File: src/rtl/uart_brk_pkg.sv
package uart_brk_pkg;
  parameter int unsigned DATA_W = 8;

  typedef struct packed {
    logic [DATA_W-1:0] data;
    logic              b9;
    logic              fe;
    logic              brk;
    logic              nf;
    logic              pe;
  } rx_frame_t;
endpackage

File: src/rtl/uart_brk_sampler.sv
module uart_brk_sampler #(
  parameter int unsigned OSR = 16
) (
  input  logic clk_i,
  input  logic rst_ni,
  input  logic tick_i,
  input  logic rxd_i,
  input  logic active_i,
  output logic start_o,
  output logic vote_o,
  output logic bit_o,
  output logic noisy_o
);
  localparam int unsigned CW  = $clog2(OSR);
  localparam int unsigned MID = OSR / 2;

  logic [CW-1:0] cnt_q;
  logic          line_q, s_a_q, s_b_q;

  assign start_o = tick_i & line_q & ~rxd_i & ~active_i;
  assign vote_o  = tick_i & active_i & (cnt_q == CW'(MID + 1));
  assign bit_o   = (s_a_q & s_b_q) | (s_a_q & rxd_i) | (s_b_q & rxd_i);
  assign noisy_o = ~((s_a_q & s_b_q & rxd_i) | ~(s_a_q | s_b_q | rxd_i));

  always_ff @(posedge clk_i or negedge rst_ni) begin
    if (!rst_ni) begin
      cnt_q  <= '0;
      line_q <= 1'b0;  // a line low at reset is not an edge
      s_a_q  <= 1'b0;
      s_b_q  <= 1'b0;
    end else if (tick_i) begin
      line_q <= rxd_i;
      if (start_o) cnt_q <= CW'(1);
      else if (active_i) cnt_q <= cnt_q + CW'(1);
      if (active_i && cnt_q == CW'(MID - 1)) s_a_q <= rxd_i;
      if (active_i && cnt_q == CW'(MID)) s_b_q <= rxd_i;
    end
  end
endmodule

File: src/rtl/uart_brk_ctrl.sv
module uart_brk_ctrl
  import uart_brk_pkg::*;
#(
  parameter bit PAR_ODD = 1'b0
) (
  input  logic      clk_i,
  input  logic      rst_ni,
  input  logic      start_i,
  input  logic      vote_i,
  input  logic      bit_i,
  input  logic      noisy_i,
  input  logic      nine_i,
  output logic      active_o,
  output logic      done_o,
  output rx_frame_t frame_o
);
  localparam int unsigned DW = DATA_W;
  localparam int unsigned IW = $clog2(DW + 3);

  logic [IW-1:0] idx_q, last;
  logic [DW:0]   sh_q;
  logic          nine_q, nz_q;
  logic [DW-1:0] data;
  logic          b9;

  assign last   = nine_q ? IW'(DW + 2) : IW'(DW + 1);
  assign done_o = vote_i & active_o & (idx_q == last);
  assign data   = nine_q ? sh_q[DW-1:0] : sh_q[DW:1];
  assign b9     = nine_q & sh_q[DW];

  always_comb begin
    frame_o.data = data;
    frame_o.b9   = b9;
    frame_o.fe   = ~bit_i;
    frame_o.brk  = ~bit_i & ~(|data) & ~b9;
    frame_o.nf   = nz_q | noisy_i;
    frame_o.pe   = nine_q & ((^{data, b9}) != PAR_ODD);
  end

  always_ff @(posedge clk_i or negedge rst_ni) begin
    if (!rst_ni) begin
      active_o <= 1'b0;
      idx_q    <= '0;
      sh_q     <= '0;
      nine_q   <= 1'b0;
      nz_q     <= 1'b0;
    end else if (start_i) begin
      active_o <= 1'b1;
      idx_q    <= '0;
      sh_q     <= '0;
      nine_q   <= nine_i;
      nz_q     <= 1'b0;
    end else if (vote_i && active_o) begin
      if ((idx_q == '0 && bit_i) || done_o) begin
        active_o <= 1'b0;  // glitch abort or frame end
      end else begin
        if (idx_q != '0) sh_q <= {bit_i, sh_q[DW:1]};
        nz_q  <= nz_q | noisy_i;
        idx_q <= idx_q + IW'(1);
      end
    end
  end
endmodule

File: src/rtl/uart_brk_status.sv
module uart_brk_status
  import uart_brk_pkg::*;
(
  input  logic              clk_i,
  input  logic              rst_ni,
  input  logic              done_i,
  input  rx_frame_t         frame_i,
  input  logic              clr_i,
  output logic [DATA_W-1:0] data_o,
  output logic              b9_o,
  output logic              full_o,
  output logic              fe_o,
  output logic              brk_o,
  output logic              ovr_o,
  output logic              nf_o,
  output logic              pe_o
);
  logic keep;
  assign keep = ~clr_i;

  always_ff @(posedge clk_i or negedge rst_ni) begin
    if (!rst_ni) begin
      data_o <= '0;
      b9_o   <= 1'b0;
      full_o <= 1'b0;
      fe_o   <= 1'b0;
      brk_o  <= 1'b0;
      ovr_o  <= 1'b0;
      nf_o   <= 1'b0;
      pe_o   <= 1'b0;
    end else begin
      full_o <= full_o & keep;
      fe_o   <= fe_o & keep;
      brk_o  <= brk_o & keep;
      ovr_o  <= ovr_o & keep;
      nf_o   <= nf_o & keep;
      pe_o   <= pe_o & keep;
      if (done_i) begin
        if (full_o & keep) begin
          ovr_o <= 1'b1;  // new frame dropped
        end else begin
          full_o <= 1'b1;
          data_o <= frame_i.brk ? '0 : frame_i.data;
          b9_o   <= frame_i.brk ? 1'b0 : frame_i.b9;
          fe_o   <= (fe_o & keep) | frame_i.fe;
          brk_o  <= (brk_o & keep) | frame_i.brk;
          nf_o   <= (nf_o & keep) | frame_i.nf;
          pe_o   <= (pe_o & keep) | frame_i.pe;
        end
      end
    end
  end
endmodule

File: src/rtl/uart_brk_rx.sv
module uart_brk_rx
  import uart_brk_pkg::*;
#(
  parameter int unsigned OSR     = 16,
  parameter bit          PAR_ODD = 1'b0
) (
  input  logic              clk_i,
  input  logic              rst_ni,
  input  logic              rxd_i,
  input  logic              os_tick_i,
  input  logic              nine_bit_i,
  input  logic              rd_clr_i,
  output logic [DATA_W-1:0] data_o,
  output logic              bit9_o,
  output logic              full_o,
  output logic              fe_o,
  output logic              brk_o,
  output logic              ovr_o,
  output logic              nf_o,
  output logic              pe_o,
  output logic              busy_o
);
  logic      start, vote, bit_v, noisy, done;
  rx_frame_t frame;

  uart_brk_sampler #(.OSR(OSR)) u_smp (
    .clk_i, .rst_ni,
    .tick_i(os_tick_i), .rxd_i, .active_i(busy_o),
    .start_o(start), .vote_o(vote), .bit_o(bit_v), .noisy_o(noisy)
  );

  uart_brk_ctrl #(.PAR_ODD(PAR_ODD)) u_ctl (
    .clk_i, .rst_ni,
    .start_i(start), .vote_i(vote), .bit_i(bit_v), .noisy_i(noisy),
    .nine_i(nine_bit_i), .active_o(busy_o), .done_o(done), .frame_o(frame)
  );

  uart_brk_status u_sts (
    .clk_i, .rst_ni,
    .done_i(done), .frame_i(frame), .clr_i(rd_clr_i),
    .data_o, .b9_o(bit9_o), .full_o, .fe_o, .brk_o, .ovr_o, .nf_o, .pe_o
  );
endmodule

File: config.mk
export PLATFORM = sky130hd
export DESIGN_NAME = uart_brk_rx
export DESIGN_NICKNAME = d
export VERILOG_FILES = /design/src/rtl/uart_brk_pkg.sv /design/src/rtl/uart_brk_sampler.sv /design/src/rtl/uart_brk_ctrl.sv /design/src/rtl/uart_brk_status.sv /design/src/rtl/uart_brk_rx.sv
export SDC_FILE = /design/constraint.sdc
export NUM_CORES = 1
export LEC_CHECK = 0
export BUFFER_PORTS_ARGS = -buffer_cell sky130_fd_sc_hd__buf_2
export CAP_MARGIN = 20
export CORE_ASPECT_RATIO = 1.4
export CORE_MARGIN = 4
export CORE_UTILIZATION = 25
export DETAILED_ROUTE_END_ITERATION = 8
export SYNTH_ARGS = -nofsm -noshare
export SYNTH_HDL_FRONTEND = slang
export SYNTH_SLANG_ARGS = --single-unit
File: constraint.sdc
create_clock -name clk_i -period 2.15 [get_ports clk_i]
set_input_delay 0.43 -clock clk_i [delete_from_list [all_inputs] [get_ports clk_i]]
set_output_delay 0.43 -clock clk_i [all_outputs]
set_load 0.1 [all_outputs]
==> impl_results.md <==
- P_int: 1.35 mW
- Starting Density: 26.0%
- GRT overflow: 0
- Synth Area in Compound Gates: 17.1%
- Area leader, netlist: dfrtp_1
- Top cell type's share of synthesized area: 46.3%
- Area growth, synth to finish: 16.0%
- Worst Path Max Fanout: 12
- Leakage: 1.05 nW
- Worst path slowest cell: dfrtp_1
- CP Cell Sequence: buf_2
- Data required, critical path: 1.72 ns
- Synth area leaders: dfrtp_1 46%, o31ai_1 4.4%, nand4_1 4.3%, mux2i_1 3.9%, nand2_1 3.1%
- Max incr delay on CP: 0.58 ns
- Num ports: 22
- Antenna cells: 0
- Clock buffer depth: 2
- Final WL: 4.59 mm
- Cts-stage hold buffer count: 0
- Critical Path AT: 1.37 ns
- Post-route cell area: 2380 µm²
- Net Sw Frac: 37.9%
- Vias in the first global route: 1551
- Post-layout util: 30.2%
- Post-CTS setup buffer count: 0
- Height of the die: 115 µm
- Synth cell types: 45
- HPWL Detailed: 3.30 mm
- RSZ-0062 raised after global routing: no
- H-tree Lvls: 2
- Max-Cap Viols: 0
- Worst hold-check path type: in -> async
- Hold slack: 0.0977 ns
- CTS root buf: clkbuf_8
- Post-synth top flop: dfrtp_1
- Worst-Margin Slew: 0.605 ns
- Layout cells sized above 1: 21.4%
- CTS tree: done
- Post-Syn Area: 2060 µm²
- Area of the multi-input gates: 1000 µm²
- CP Buf/Inv Count: 1
- Commonest non-fill, non-tap cell in the layout: dfrtp_1
- Final ANT Viol Nets: 0
- Largest family of logic cells by synthesized area: simple AND/OR/NAND/NOR gates
- DRT Pass-1 Iters: 4
- Placed cell areas: 2290 µm²
- Port Buf Inserts: 21
- Total die area: 9760 µm²
- Combinational power share: 32.8%
- Vias/cell: 4.92
- Clock skew: 0.00668 ns
- Setup tns final: 0 ns
- Post-synthesis simple-gate area fraction: 18.3%
- First-pass GRT wire length: 7.87 mm
- Fill cells: 863
- CTS Buf Count: 5
- FF/Latch Area: 951 µm²
- Syn_nets: 210
- Commonest cells after routing, fill and taps aside: 38 x dfrtp_1, 21 x buf_2, 17 x nand2_1
- Adder-Cell Fraction of Synth Area: 3.59%
- Cell row count: 38
- Clk pin slew, worst setup/hold paths: 0.08 ns
- CTS resizes: 0
- Final Hold Viols: 0
- Final setup viols: 0
- Via count: 1594
- Seq/Total Area, Yosys: 46.3%
- Yosys reg bits: 38
- Final #Nets: 234
- Drt drc: 0
- Syn. warnings: 0
- Xor/xnor share of the synthesized area: 3.65%
- DR WL/cell: 14.2 µm
- Status: finished clean
- Delay-heaviest family, CP: flip-flops
- Switching Power: 823 µW
- Fmax: 554 MHz
- Startpoint Class: flip-flop
- Final min period: 1.80 ns
- Die width: 84.6 µm
- Syn Area/Cell: 10.3 µm²
- Clock power frac: 23.3%
- Tcrit/Tclk final: 83.9%
- CTS Sinks: 38
- Number of flops mapped to enable cells by yosys: 0
- Slew HR: 59.7%
- Power Density: 911 nW/µm²
- Pin count of the biggest net entering global routing: 39
- Mux cell area share after synthesis: 6.09%
- Worst setup EP type: output port
- Worst-skew pair later-pin latency: 0.29 ns
- Worst vdd ir: 0.466 mV
- Crit path kind: reg -> out
- Asr flop ratio synth: 100%
- Total track usage: 10.2%
- Seq pwr share: 43.8%
- DRT iter0 DRCs: 162
- Max-slew violations: 0
- GP Congestion: 0.794
- Core footprint: 7890 µm²
- Syn Inst Count: 199
- Initial antenna violation count: 0
[metrics by stage]
step	cells	setup WS, ns	power, mW
3_5_place_dp	316	0.369	1.68
5_1_grt	324	0.185	2.33
4_1_cts	324	0.325	2.20
6_report	324	0.346	2.17
2_1_floorplan	199	0.0182	1.48
3_3_place_gp	316	0.394	1.67
[synth_stat cells, types with 2 or more instances]
| library cell | n |
|---|---|
| nand4_1 | 14 |
| nor2_1 | 3 |
| nand3_1 | 4 |
| clkbuf_1 | 2 |
| a22o_1 | 2 |
| o21ai_1 | 9 |
| xnor2_1 | 6 |
| and3b_1 | 3 |
| nand2_1 | 17 |
| nor4_1 | 2 |
| o31ai_1 | 12 |
| mux2_2 | 3 |
| buf_2 | 7 |
| buf_4 | 3 |
| nand2b_1 | 2 |
| nor2b_1 | 3 |
| a21oi_1 | 12 |
| ha_1 | 5 |
| dfrtp_1 | 38 |
| o21ai_0 | 8 |
| inv_1 | 10 |
| nor3_1 | 2 |
| mux2i_1 | 8 |
| a31oi_1 | 2 |
| o22ai_1 | 2 |
[worst reg2reg max path, delay by kind of cell (launching register included)]
kind | cells | cell delay (ns)
compound gates | 1 | 0.29
simple gates | 2 | 0.68
flops | 1 | 0.41
fa+ha+maj | 1 | 0.21
buf+inv | 1 | 0.11
[layout make-up]
class	count	share of cell area [%]
multi-input combinational	139	42.0
sequential	38	39.9
timing repair buffer	29	7.45
tap	100	5.25
clock buffer	7	3.62
inverter	10	1.57
clock inverter	1	0.210
[power by group through the flow]
| stage | Clock [mW] | Combinational (mW) | Sequential (mW) |
|---|---|---|---|
| after floorplan | 0 | 0.519 | 0.960 |
| after global placement | 0 | 0.702 | 0.963 |
| after detailed placement | 0 | 0.716 | 0.966 |
| after CTS | 0.528 | 0.720 | 0.952 |
| after global routing | 0.563 | 0.790 | 0.976 |
| final | 0.507 | 0.713 | 0.952 |
[state kept, by name (all words and copies together) (netlist names)]
name,cells
u_sts.brk_o,1
u_sts.fe_o,1
u_ctl.idx_q,4
u_sts.nf_o,1
u_smp.cnt_q,4
u_ctl.sh_q,9
u_sts.pe_o,1
u_ctl.nine_q,1
u_sts.ovr_o,1
u_smp.s_a_q,1
u_ctl.nz_q,1
u_smp.s_b_q,1
u_smp.line_q,1
u_sts.full_o,1
u_sts.data_o,8
u_sts.b9_o,1
u_ctl.active_o,1
[cell families (layout without fill, tap and decap cells)]
kind of cell               Yosys count  count (layout)
and+or+nand+nor                     60              60
AOI/OAI and AO/OA                   54              54
muxes                               12              12
adders and majority gates            6               6
buffers and inverters               22              47
DFF                                 38              38
xor gates and xnor gates             7               7
[routing by layer]
metal	vias to the layer above	part of all wire, %	global-route usage [%]
met5	-	0	0
met4	0	2.3	5.39
met3	7	4.7	2.37
met2	31	49	15.8
met1	774	44	13.2
li1	782	-	-
[path summary, 6_finish.rpt]
check                                startpoint  slack [ns]  cells past startpoint               to
worst max-delay path             u_ctl.active_o        0.35                      1           busy_o
worst min-delay path                     rst_ni         0.1                      2  u_sts.data_o[5]
worst max register to register   u_smp.cnt_q[1]        0.37                      5       u_sts.pe_o
worst min register to register  u_sts.data_o[2]        0.48                      2  u_sts.data_o[2]
max in group asynchronous                rst_ni        1.87                      2       u_sts.b9_o
min in group clk_i                   nine_bit_i        0.34                      3     u_ctl.nine_q
No activity file was read; power rests on OpenSTA's default activity.
